$ cat config.mk
export PLATFORM = sky130hd
export DESIGN_NAME = flash_erase_seq
export DESIGN_NICKNAME = d
export VERILOG_FILES = /design/src/rtl/fes_pkg.sv /design/src/rtl/fes_decode.sv /design/src/rtl/fes_accept.sv /design/src/rtl/fes_engine.sv /design/src/rtl/flash_erase_seq.sv
export SDC_FILE = /design/constraint.sdc
export NUM_CORES = 1
export LEC_CHECK = 0
export CELL_PAD_IN_SITES_DETAIL_PLACEMENT = 1
export CELL_PAD_IN_SITES_GLOBAL_PLACEMENT = 1
export CORE_MARGIN = 2
export CORE_UTILIZATION = 41
export DETAILED_ROUTE_END_ITERATION = 10
export PLACE_DENSITY = 0.83
export SYNTH_ARGS = -nofsm -noshare
export SYNTH_HDL_FRONTEND = slang
export SYNTH_SLANG_ARGS = --single-unit
$ cat constraint.sdc
create_clock -name clk -period 7.9 [get_ports clk]
set_input_delay 2.37 -clock clk [delete_from_list [all_inputs] [get_ports clk]]
set_output_delay 2.37 -clock clk [all_outputs]
set_load 0.01 [all_outputs]
$ cat src/rtl/fes_pkg.sv
// Package: command codes, unlock addresses and state types shared by the
// erase sequencer modules. Assumes 8-bit command bytes.
package fes_pkg;
    localparam logic [7:0]  CMD_UNLK_A = 8'hAA;
    localparam logic [7:0]  CMD_UNLK_B = 8'h55;
    localparam logic [7:0]  CMD_SETUP  = 8'h80;
    localparam logic [7:0]  CMD_CHIP   = 8'h10;
    localparam logic [7:0]  CMD_SECT   = 8'h30;
    localparam logic [7:0]  CMD_SUSP   = 8'hB0;
    localparam logic [7:0]  CMD_BYPASS = 8'h20;
    localparam int          UNLK_W     = 11;
    localparam logic [10:0] ADR_UNLK_A = 11'h555;
    localparam logic [10:0] ADR_UNLK_B = 11'h2AA;

    typedef enum logic [2:0] {
        D_REST, D_U1, D_U2, D_SETUP, D_U3, D_U4, D_BSETUP
    } dec_state_t;

    typedef enum logic [1:0] {
        E_IDLE, E_PREP, E_ERASE
    } eng_state_t;
endpackage

$ cat src/rtl/fes_decode.sv
// Module: command decoder. Tracks the unlock / set-up write sequence and
// emits one-cycle chip or sector start strobes combinationally on the
// final write. Assumes the caller blocks it (engaged) while a window or
// an erase is active; any mismatching write returns it to rest.
module fes_decode
    import fes_pkg::*;
#(
    parameter int ADDR_W = 12,
    parameter int SECT_W = 3
) (
    input  logic              clk,
    input  logic              rst_n,
    input  logic              wr_en,
    input  logic [ADDR_W-1:0] wr_addr,
    input  logic [7:0]        wr_data,
    input  logic              engaged,
    output logic              chip_go,
    output logic              sect_go,
    output logic [SECT_W-1:0] sect_idx,
    output logic              bypass,
    output logic              at_rest
);
    dec_state_t        st, st_nxt;
    logic              set_byp;
    logic              take;
    logic [UNLK_W-1:0] lo;

    assign lo       = wr_addr[UNLK_W-1:0];
    assign take     = wr_en && !engaged;
    assign sect_idx = wr_addr[ADDR_W-1 -: SECT_W];
    assign at_rest  = (st == D_REST);

    // Next-state and strobe decode for one accepted write.
    always_comb begin
        st_nxt  = st;
        chip_go = 1'b0;
        sect_go = 1'b0;
        set_byp = 1'b0;
        if (take) begin
            st_nxt = D_REST;
            case (st)
                D_REST: begin
                    if (bypass && wr_data == CMD_SETUP)
                        st_nxt = D_BSETUP;
                    else if (lo == ADR_UNLK_A && wr_data == CMD_UNLK_A)
                        st_nxt = D_U1;
                end
                D_U1: if (lo == ADR_UNLK_B && wr_data == CMD_UNLK_B) st_nxt = D_U2;
                D_U2: begin
                    if (lo == ADR_UNLK_A && wr_data == CMD_SETUP)
                        st_nxt = D_SETUP;
                    else if (lo == ADR_UNLK_A && wr_data == CMD_BYPASS)
                        set_byp = 1'b1;
                end
                D_SETUP: if (lo == ADR_UNLK_A && wr_data == CMD_UNLK_A) st_nxt = D_U3;
                D_U3: if (lo == ADR_UNLK_B && wr_data == CMD_UNLK_B) st_nxt = D_U4;
                D_U4: begin
                    if (lo == ADR_UNLK_A && wr_data == CMD_CHIP) chip_go = 1'b1;
                    else if (wr_data == CMD_SECT)                sect_go = 1'b1;
                end
                D_BSETUP: begin
                    if (wr_data == CMD_CHIP)      chip_go = 1'b1;
                    else if (wr_data == CMD_SECT) sect_go = 1'b1;
                end
                default: st_nxt = D_REST;
            endcase
        end
    end

    // State and sticky bypass-mode register.
    always_ff @(posedge clk) begin
        if (!rst_n) begin
            st     <= D_REST;
            bypass <= 1'b0;
        end else begin
            st <= st_nxt;
            if (set_byp) bypass <= 1'b1;
        end
    end

    // bypass mode, once entered, persists until reset
    p_bypass_sticky_r3: assert property (@(posedge clk) disable iff (!rst_n)
        bypass |=> bypass);
    // a start strobe needs an accepted write
    p_go_needs_write_r9: assert property (@(posedge clk) disable iff (!rst_n)
        (chip_go || sect_go) |-> (wr_en && !engaged));
endmodule

$ cat src/rtl/fes_accept.sv
// Module: acceptance window. Holds the erase-select mask, runs the quiet
// timer after a sector erase, adds sectors, tolerates the suspend code,
// aborts on any other write, and issues the erase start with its mask.
// Assumes ACCEPT_CYC >= 2.
module fes_accept
    import fes_pkg::*;
#(
    parameter int SECT_W     = 3,
    parameter int NSECT      = 8,
    parameter int ACCEPT_CYC = 40
) (
    input  logic              clk,
    input  logic              rst_n,
    input  logic              wr_en,
    input  logic [7:0]        wr_data,
    input  logic [SECT_W-1:0] sect_idx,
    input  logic              sect_go,
    input  logic              chip_go,
    input  logic              eng_done,
    output logic              win_open,
    output logic [NSECT-1:0]  sel,
    output logic              start,
    output logic [NSECT-1:0]  start_mask
);
    localparam int TW = $clog2(ACCEPT_CYC + 1);

    logic [TW-1:0]    tmr;
    logic [NSECT-1:0] bit_sel;
    logic             expire;
    logic             foreign;

    assign bit_sel    = NSECT'(1) << sect_idx;
    assign expire     = (tmr == TW'(ACCEPT_CYC - 1));
    assign foreign    = wr_en && (wr_data != CMD_SUSP);
    assign start      = chip_go || (win_open && expire && !foreign);
    assign start_mask = chip_go ? {NSECT{1'b1}} : sel;

    // Window, timer and mask update.
    always_ff @(posedge clk) begin
        if (!rst_n) begin
            win_open <= 1'b0;
            sel      <= '0;
            tmr      <= '0;
        end else if (chip_go) begin
            sel <= {NSECT{1'b1}};
        end else if (sect_go) begin
            sel      <= bit_sel;
            win_open <= 1'b1;
            tmr      <= '0;
        end else if (win_open) begin
            if (wr_en && wr_data == CMD_SECT) begin
                sel <= sel | bit_sel;
                tmr <= '0;
            end else if (foreign) begin
                sel      <= '0;
                win_open <= 1'b0;
                tmr      <= '0;
            end else if (expire) begin
                win_open <= 1'b0;
                tmr      <= '0;
            end else begin
                tmr <= tmr + 1'b1;
            end
        end else if (eng_done) begin
            sel <= '0;
        end
    end

    // a sector write inside the window keeps it open and never drops sectors
    p_sel_grows_r4: assert property (@(posedge clk) disable iff (!rst_n)
        (win_open && wr_en && wr_data == CMD_SECT) |=>
        (win_open && ((sel & $past(sel)) == $past(sel))));
    // suspend code leaves the selection untouched
    p_susp_keeps_r5: assert property (@(posedge clk) disable iff (!rst_n)
        (win_open && wr_en && wr_data == CMD_SUSP) |=> (sel == $past(sel)));
    // a foreign command aborts the window and empties the mask
    p_foreign_abort_r6: assert property (@(posedge clk) disable iff (!rst_n)
        (win_open && wr_en && wr_data != CMD_SUSP && wr_data != CMD_SECT) |=>
        (!win_open && sel == '0));
endmodule

$ cat src/rtl/fes_engine.sv
// Module: embedded-erase engine. On start it counts the selected sectors,
// runs a preprogram phase then an erase phase, each PREP_CYC / ERASE_CYC
// cycles per sector, and pulses done on the last cycle. Assumes a start
// only arrives while idle and with at least one sector selected.
module fes_engine
    import fes_pkg::*;
#(
    parameter int NSECT     = 8,
    parameter int PREP_CYC  = 6,
    parameter int ERASE_CYC = 10
) (
    input  logic             clk,
    input  logic             rst_n,
    input  logic             start,
    input  logic [NSECT-1:0] start_mask,
    output logic             busy,
    output logic             prep_phase,
    output logic             done
);
    localparam int CW = $clog2(NSECT * (PREP_CYC + ERASE_CYC) + 1);

    eng_state_t st;
    logic [CW-1:0] cnt;
    logic [CW-1:0] nsel;
    logic [CW-1:0] n_in;

    // Population count of the incoming mask.
    always_comb begin
        n_in = '0;
        for (int i = 0; i < NSECT; i++) n_in = n_in + CW'(start_mask[i]);
    end

    assign busy       = (st != E_IDLE);
    assign prep_phase = (st == E_PREP);
    assign done       = (st == E_ERASE) && (cnt == CW'(1));

    // Phase sequencing and per-phase cycle counter.
    always_ff @(posedge clk) begin
        if (!rst_n) begin
            st   <= E_IDLE;
            cnt  <= '0;
            nsel <= '0;
        end else begin
            case (st)
                E_IDLE: if (start) begin
                    st   <= E_PREP;
                    cnt  <= n_in * CW'(PREP_CYC);
                    nsel <= n_in;
                end
                E_PREP: begin
                    if (cnt == CW'(1)) begin
                        st  <= E_ERASE;
                        cnt <= nsel * CW'(ERASE_CYC);
                    end else cnt <= cnt - 1'b1;
                end
                E_ERASE: begin
                    if (cnt == CW'(1)) begin
                        st  <= E_IDLE;
                        cnt <= '0;
                    end else cnt <= cnt - 1'b1;
                end
                default: st <= E_IDLE;
            endcase
        end
    end

    // once running, the erase continues until done
    p_busy_holds_r8: assert property (@(posedge clk) disable iff (!rst_n)
        (busy && !done) |=> busy);
    // the end of the preprogram phase is followed by the erase phase
    p_prep_then_erase_r7: assert property (@(posedge clk) disable iff (!rst_n)
        $fell(prep_phase) |-> busy);
    // starts never arrive while an erase runs
    p_start_idle_r8: assert property (@(posedge clk) disable iff (!rst_n)
        start |-> !busy);
endmodule

$ cat src/rtl/flash_erase_seq.sv
// Module: top of the erase command sequencer. Ties the command decoder,
// the acceptance window and the erase engine together. Assumes one host
// write per cycle with wr_en high and ADDR_W > 11.
module flash_erase_seq #(
    parameter int ADDR_W     = 12,
    parameter int SECT_W     = 3,
    parameter int ACCEPT_CYC = 40,
    parameter int PREP_CYC   = 6,
    parameter int ERASE_CYC  = 10
) (
    input  logic                   clk,
    input  logic                   rst_n,
    input  logic                   wr_en,
    input  logic [ADDR_W-1:0]      wr_addr,
    input  logic [7:0]             wr_data,
    output logic                   busy,
    output logic                   prep_phase,
    output logic                   win_open,
    output logic [(1<<SECT_W)-1:0] erase_sel,
    output logic                   bypass_on,
    output logic                   read_mode
);
    localparam int NSECT = 1 << SECT_W;

    logic              chip_go, sect_go, at_rest, start, eng_done;
    logic [SECT_W-1:0] sect_idx;
    logic [NSECT-1:0]  start_mask;

    fes_decode #(.ADDR_W(ADDR_W), .SECT_W(SECT_W)) u_dec (
        .clk(clk), .rst_n(rst_n), .wr_en(wr_en), .wr_addr(wr_addr),
        .wr_data(wr_data), .engaged(win_open || busy), .chip_go(chip_go),
        .sect_go(sect_go), .sect_idx(sect_idx), .bypass(bypass_on),
        .at_rest(at_rest)
    );

    fes_accept #(.SECT_W(SECT_W), .NSECT(NSECT), .ACCEPT_CYC(ACCEPT_CYC)) u_win (
        .clk(clk), .rst_n(rst_n), .wr_en(wr_en), .wr_data(wr_data),
        .sect_idx(sect_idx), .sect_go(sect_go), .chip_go(chip_go),
        .eng_done(eng_done), .win_open(win_open), .sel(erase_sel),
        .start(start), .start_mask(start_mask)
    );

    fes_engine #(.NSECT(NSECT), .PREP_CYC(PREP_CYC), .ERASE_CYC(ERASE_CYC)) u_eng (
        .clk(clk), .rst_n(rst_n), .start(start), .start_mask(start_mask),
        .busy(busy), .prep_phase(prep_phase), .done(eng_done)
    );

    assign read_mode = at_rest && !win_open && !busy;

    // window and erase never overlap
    p_no_overlap_r11: assert property (@(posedge clk) disable iff (!rst_n)
        !(win_open && busy));
    // idle means an empty selection
    p_idle_empty_r11: assert property (@(posedge clk) disable iff (!rst_n)
        (!win_open && !busy) |-> (erase_sel == '0));
    // a chip erase selects every sector as it begins
    p_chip_all_r2: assert property (@(posedge clk) disable iff (!rst_n)
        $rose(busy) && !$past(win_open) |-> (erase_sel == {NSECT{1'b1}}));
endmodule

==> results.yml <==
outcome:
  status: "finished clean"
worst_setup_path:
  required_ns: 8.13
  startpoint: "wr_data[7]"
  r2r-start: "u_eng.st[0]"
  cp.arrival_ns: 7.58
  end_kind: "flop"
  startpoint_type: "input port"
  critical_path_class: "in2reg"
  cp_max_fo: 7
logic_synthesis:
  synthFlopType: "dfxtp_1"
  synth.distinct_cells: 56
  syn_avg_cell_area_um2: 8.35
  synth-edff-count: 0
  synth_nets: 359
  yosysSeqAreaShare_pct: 25.4
  ys_ff_latch: 33
  syn-instance-count: 311
  synth_async_sr_flop_share_pct: 0
  synth_area_um2: 2600
  ys_warn_count: 0
placed_design:
  dp_cells: 414
  placed_area_um2: 3010
  hpwl_mm: 5.32
  portBuffers: 35
  gp_congestion: 0.819
routing:
  via_per_inst: 5.86
  drt_pass1_iterations: 4
  via_count: 2472
  ant_nets: 0
  drt_wl_total_mm: 7.06
  drt_iter0_drc: 50
  wl_per_cell_um: 16.7
  drc_errors: 0
timing:
  finalSetupTns_ns: 0
  period_share_pct: 93.0
  slew_headroom_pct: 49.5
  worst_pin_slew_ns: 0.750
  final_hold_viol_count: 0
  fin_skew_ns: 0.00241
  drv_slew: 0
  rsz0062_at_grt: "no"
  min_period_ns: 7.35
  setup_viol: 0
  timing.fmax_ghz: 0.136
clocking:
  hold_buffers: 0
  htreeDepth: 2
  cts_root_buffer: "clkbuf_8"
  cts_resized: 0
  worstSkewPairLatency_ns: 0.29
  numCtsBuffers: 5
  cts_tree: "yes"
  clk_pin_slew_ns: 0.07
  clockBufferDepth: 2
  cts.sinks: 33
  cts_setup_buffers: 0
finish:
  layout.nets: 394
  antenna_cells: 0
  drive_gt1_share_pct: 6.05
  final-instance-count-excl-fill: 422
  nFillCells: 737
  final_cell_area_um2: 3130
  area_delta_synth_final_pct: 20.6
floorplan:
  start_util_pct: 43.1
  dieArea_um2: 6980
  ioPinCount: 36
  die_w_um: 83.6
  die_h_um: 83.6
  rows: 28
  core_area_um2: 6030
grt:
  grt_pass1_wl_mm: 12.3
  grt_max_degree: 38
  antenna_found_initial: 0
  groute.usage.overall_pct: 21.1
  grt_pass1_vias: 2579
  overflow: 0
min_path:
  hp-start: "u_win.tmr[1]"
  min_path_type: "reg2reg"
power_and_ir_drop:
  clockPowerShare_pct: 45.8
  power.switching_uw: 82.9
  combPwrFrac_pct: 8.7
  seq_power_share_pct: 45.4
  p_int_uw: 287
  switching_share_pct: 22.4
  ir_drop_mv: 0.0916
  p_leak_nw: 1.24
  power.density_nw_per_um2: 118
flow_run:
  drv_cap: 0
-- worst max-delay path, cell delays in order --
cell and delay, ns:
clkdlybuf4s50_1 0.55, nor4b_2 0.41, and4_1 0.30, o21ai_2 0.15, nand2b_1 0.12, ha_1 0.25, fa_1 0.53, inv_1 0.05
fa_1 0.50, fa_1 0.47, fa_1 0.39, xnor2_1 0.37, inv_1 0.14, fa_1 0.45, xor2_1 0.16, a21oi_1 0.15
mux2i_1 0.09, nor2b_1 0.11
-- power groups by stage --
stage / clock network (mW) / registers (mW) / logic [mW]
detailed placement: 0 / 0.172 / 0.0320
finish: 0.169 / 0.168 / 0.0323
floorplan: 0 / 0.171 / 0.0138
global route: 0.181 / 0.168 / 0.0348
global placement: 0 / 0.172 / 0.0313
CTS: 0.174 / 0.168 / 0.0321
-- per-layer routing --
metal | vias up | track usage, % | wire (um)
met1 | 1220 | 27.0 | 3410
met3 | 4 | 3.76 | 135
met4 | 0 | 6.16 | 71
met5 | - | 0 | 0
met2 | 23 | 36.3 | 3440
li1 | 1225 | - | -
-- synth_stat cells, types with 3 or more instances --
| master | instances | area share [%] |
|---|---|---|
| a21boi_0 | 3 | 0.87 |
| a21boi_1 | 4 | 1.2 |
| a21oi_1 | 22 | 4.2 |
| a221o_1 | 3 | 1.2 |
| a22o_1 | 4 | 1.3 |
| a31oi_1 | 3 | 0.72 |
| and2_1 | 4 | 0.96 |
| and3_1 | 5 | 1.2 |
| and4_1 | 4 | 1.3 |
| clkbuf_1 | 6 | 0.87 |
| dfxtp_1 | 33 | 25 |
| fa_1 | 6 | 4.6 |
| ha_1 | 19 | 9.2 |
| inv_1 | 19 | 2.7 |
| mux2i_1 | 4 | 1.5 |
| nand2_1 | 20 | 2.9 |
| nand2b_1 | 7 | 1.7 |
| nand3_1 | 8 | 1.5 |
| nand4_1 | 6 | 1.4 |
| nand4b_1 | 6 | 2.0 |
| nor2_1 | 24 | 3.5 |
| nor2b_1 | 9 | 2.2 |
| nor3_1 | 4 | 0.77 |
| nor3b_1 | 3 | 0.87 |
| nor4_1 | 5 | 1.2 |
| o21a_1 | 6 | 1.7 |
| o21ai_0 | 18 | 3.5 |
| o21ai_1 | 7 | 1.3 |
| o2bb2ai_1 | 3 | 1.0 |
| xnor2_1 | 3 | 1.0 |
| xor2_1 | 6 | 2.0 |
-- state kept, by name, summed over array words and instances, names as in the netlist --
name            cells
u_eng.cnt           8
u_win.tmr           6
u_eng.nsel          4
u_eng.st            2
u_dec.bypass        1
u_dec.st            3
u_win.win_open      1
u_win.sel           8
-- cells in the final DEF (no fill, tap or decap), types with 7 or more instances in the layout --
master           count
a21oi_1             22
clkdlybuf4s50_1     35
dfxtp_1             33
ha_1                19
inv_1               19
nand2_1             20
nand2b_1             7
nand3_1              8
nor2_1              24
nor2b_1              9
o21ai_0             18
o21ai_1              7
-- through the flow --
stage	total power, mW	hold WS, ns	utilization [%]	setup slack (ns)
global placement	0.203	0.470	50.0	0.461
finish	0.370	0.489	52.0	0.553
floorplan	0.185	0.454	-	1.13
detailed placement	0.204	0.487	50.0	0.207
CTS	0.374	0.497	52.0	0.507
global route	0.384	0.542	52.0	0.118
-- kinds of logic (layout without fill, tap and decap cells) --
logic type               Yosys count  in the layout  share of synthesized area [%]
multiplexers                       4              4                           1.54
adder cells (fa/ha/maj)           25             25                           13.8
buffers and inverters             28             64                           4.43
flip-flops                        33             33                           25.4
AND/OR/NAND/NOR                  115            115                           25.6
XOR/XNOR                           9              9                           3.04
AO/OA/AOI/OAI                     97             97                           26.1
-- worst paths after layout --
path              slack (ns)  depth (start not counted)      endpoint
setup / recovery        0.55                         18  u_eng.cnt[4]
hold / removal          0.49                          2  u_win.tmr[1]
setup reg to reg        2.53                         19  u_eng.cnt[4]
hold reg to reg         0.49                          2  u_win.tmr[1]
-- layout make-up --
cell class	instances	area (um^2)	area share [%]
Timing Repair Buffer	37	365	11.7
Sequential cell	33	661	21.1
Multi-Input combinational cell	250	1820	58.1
Clock inverter	2	37.5	1.20
Clock buffer	6	82.6	2.64
Tap cell	75	93.8	3.00
Inverter	19	71.3	2.28
No activity file was read; power rests on OpenSTA's default activity.
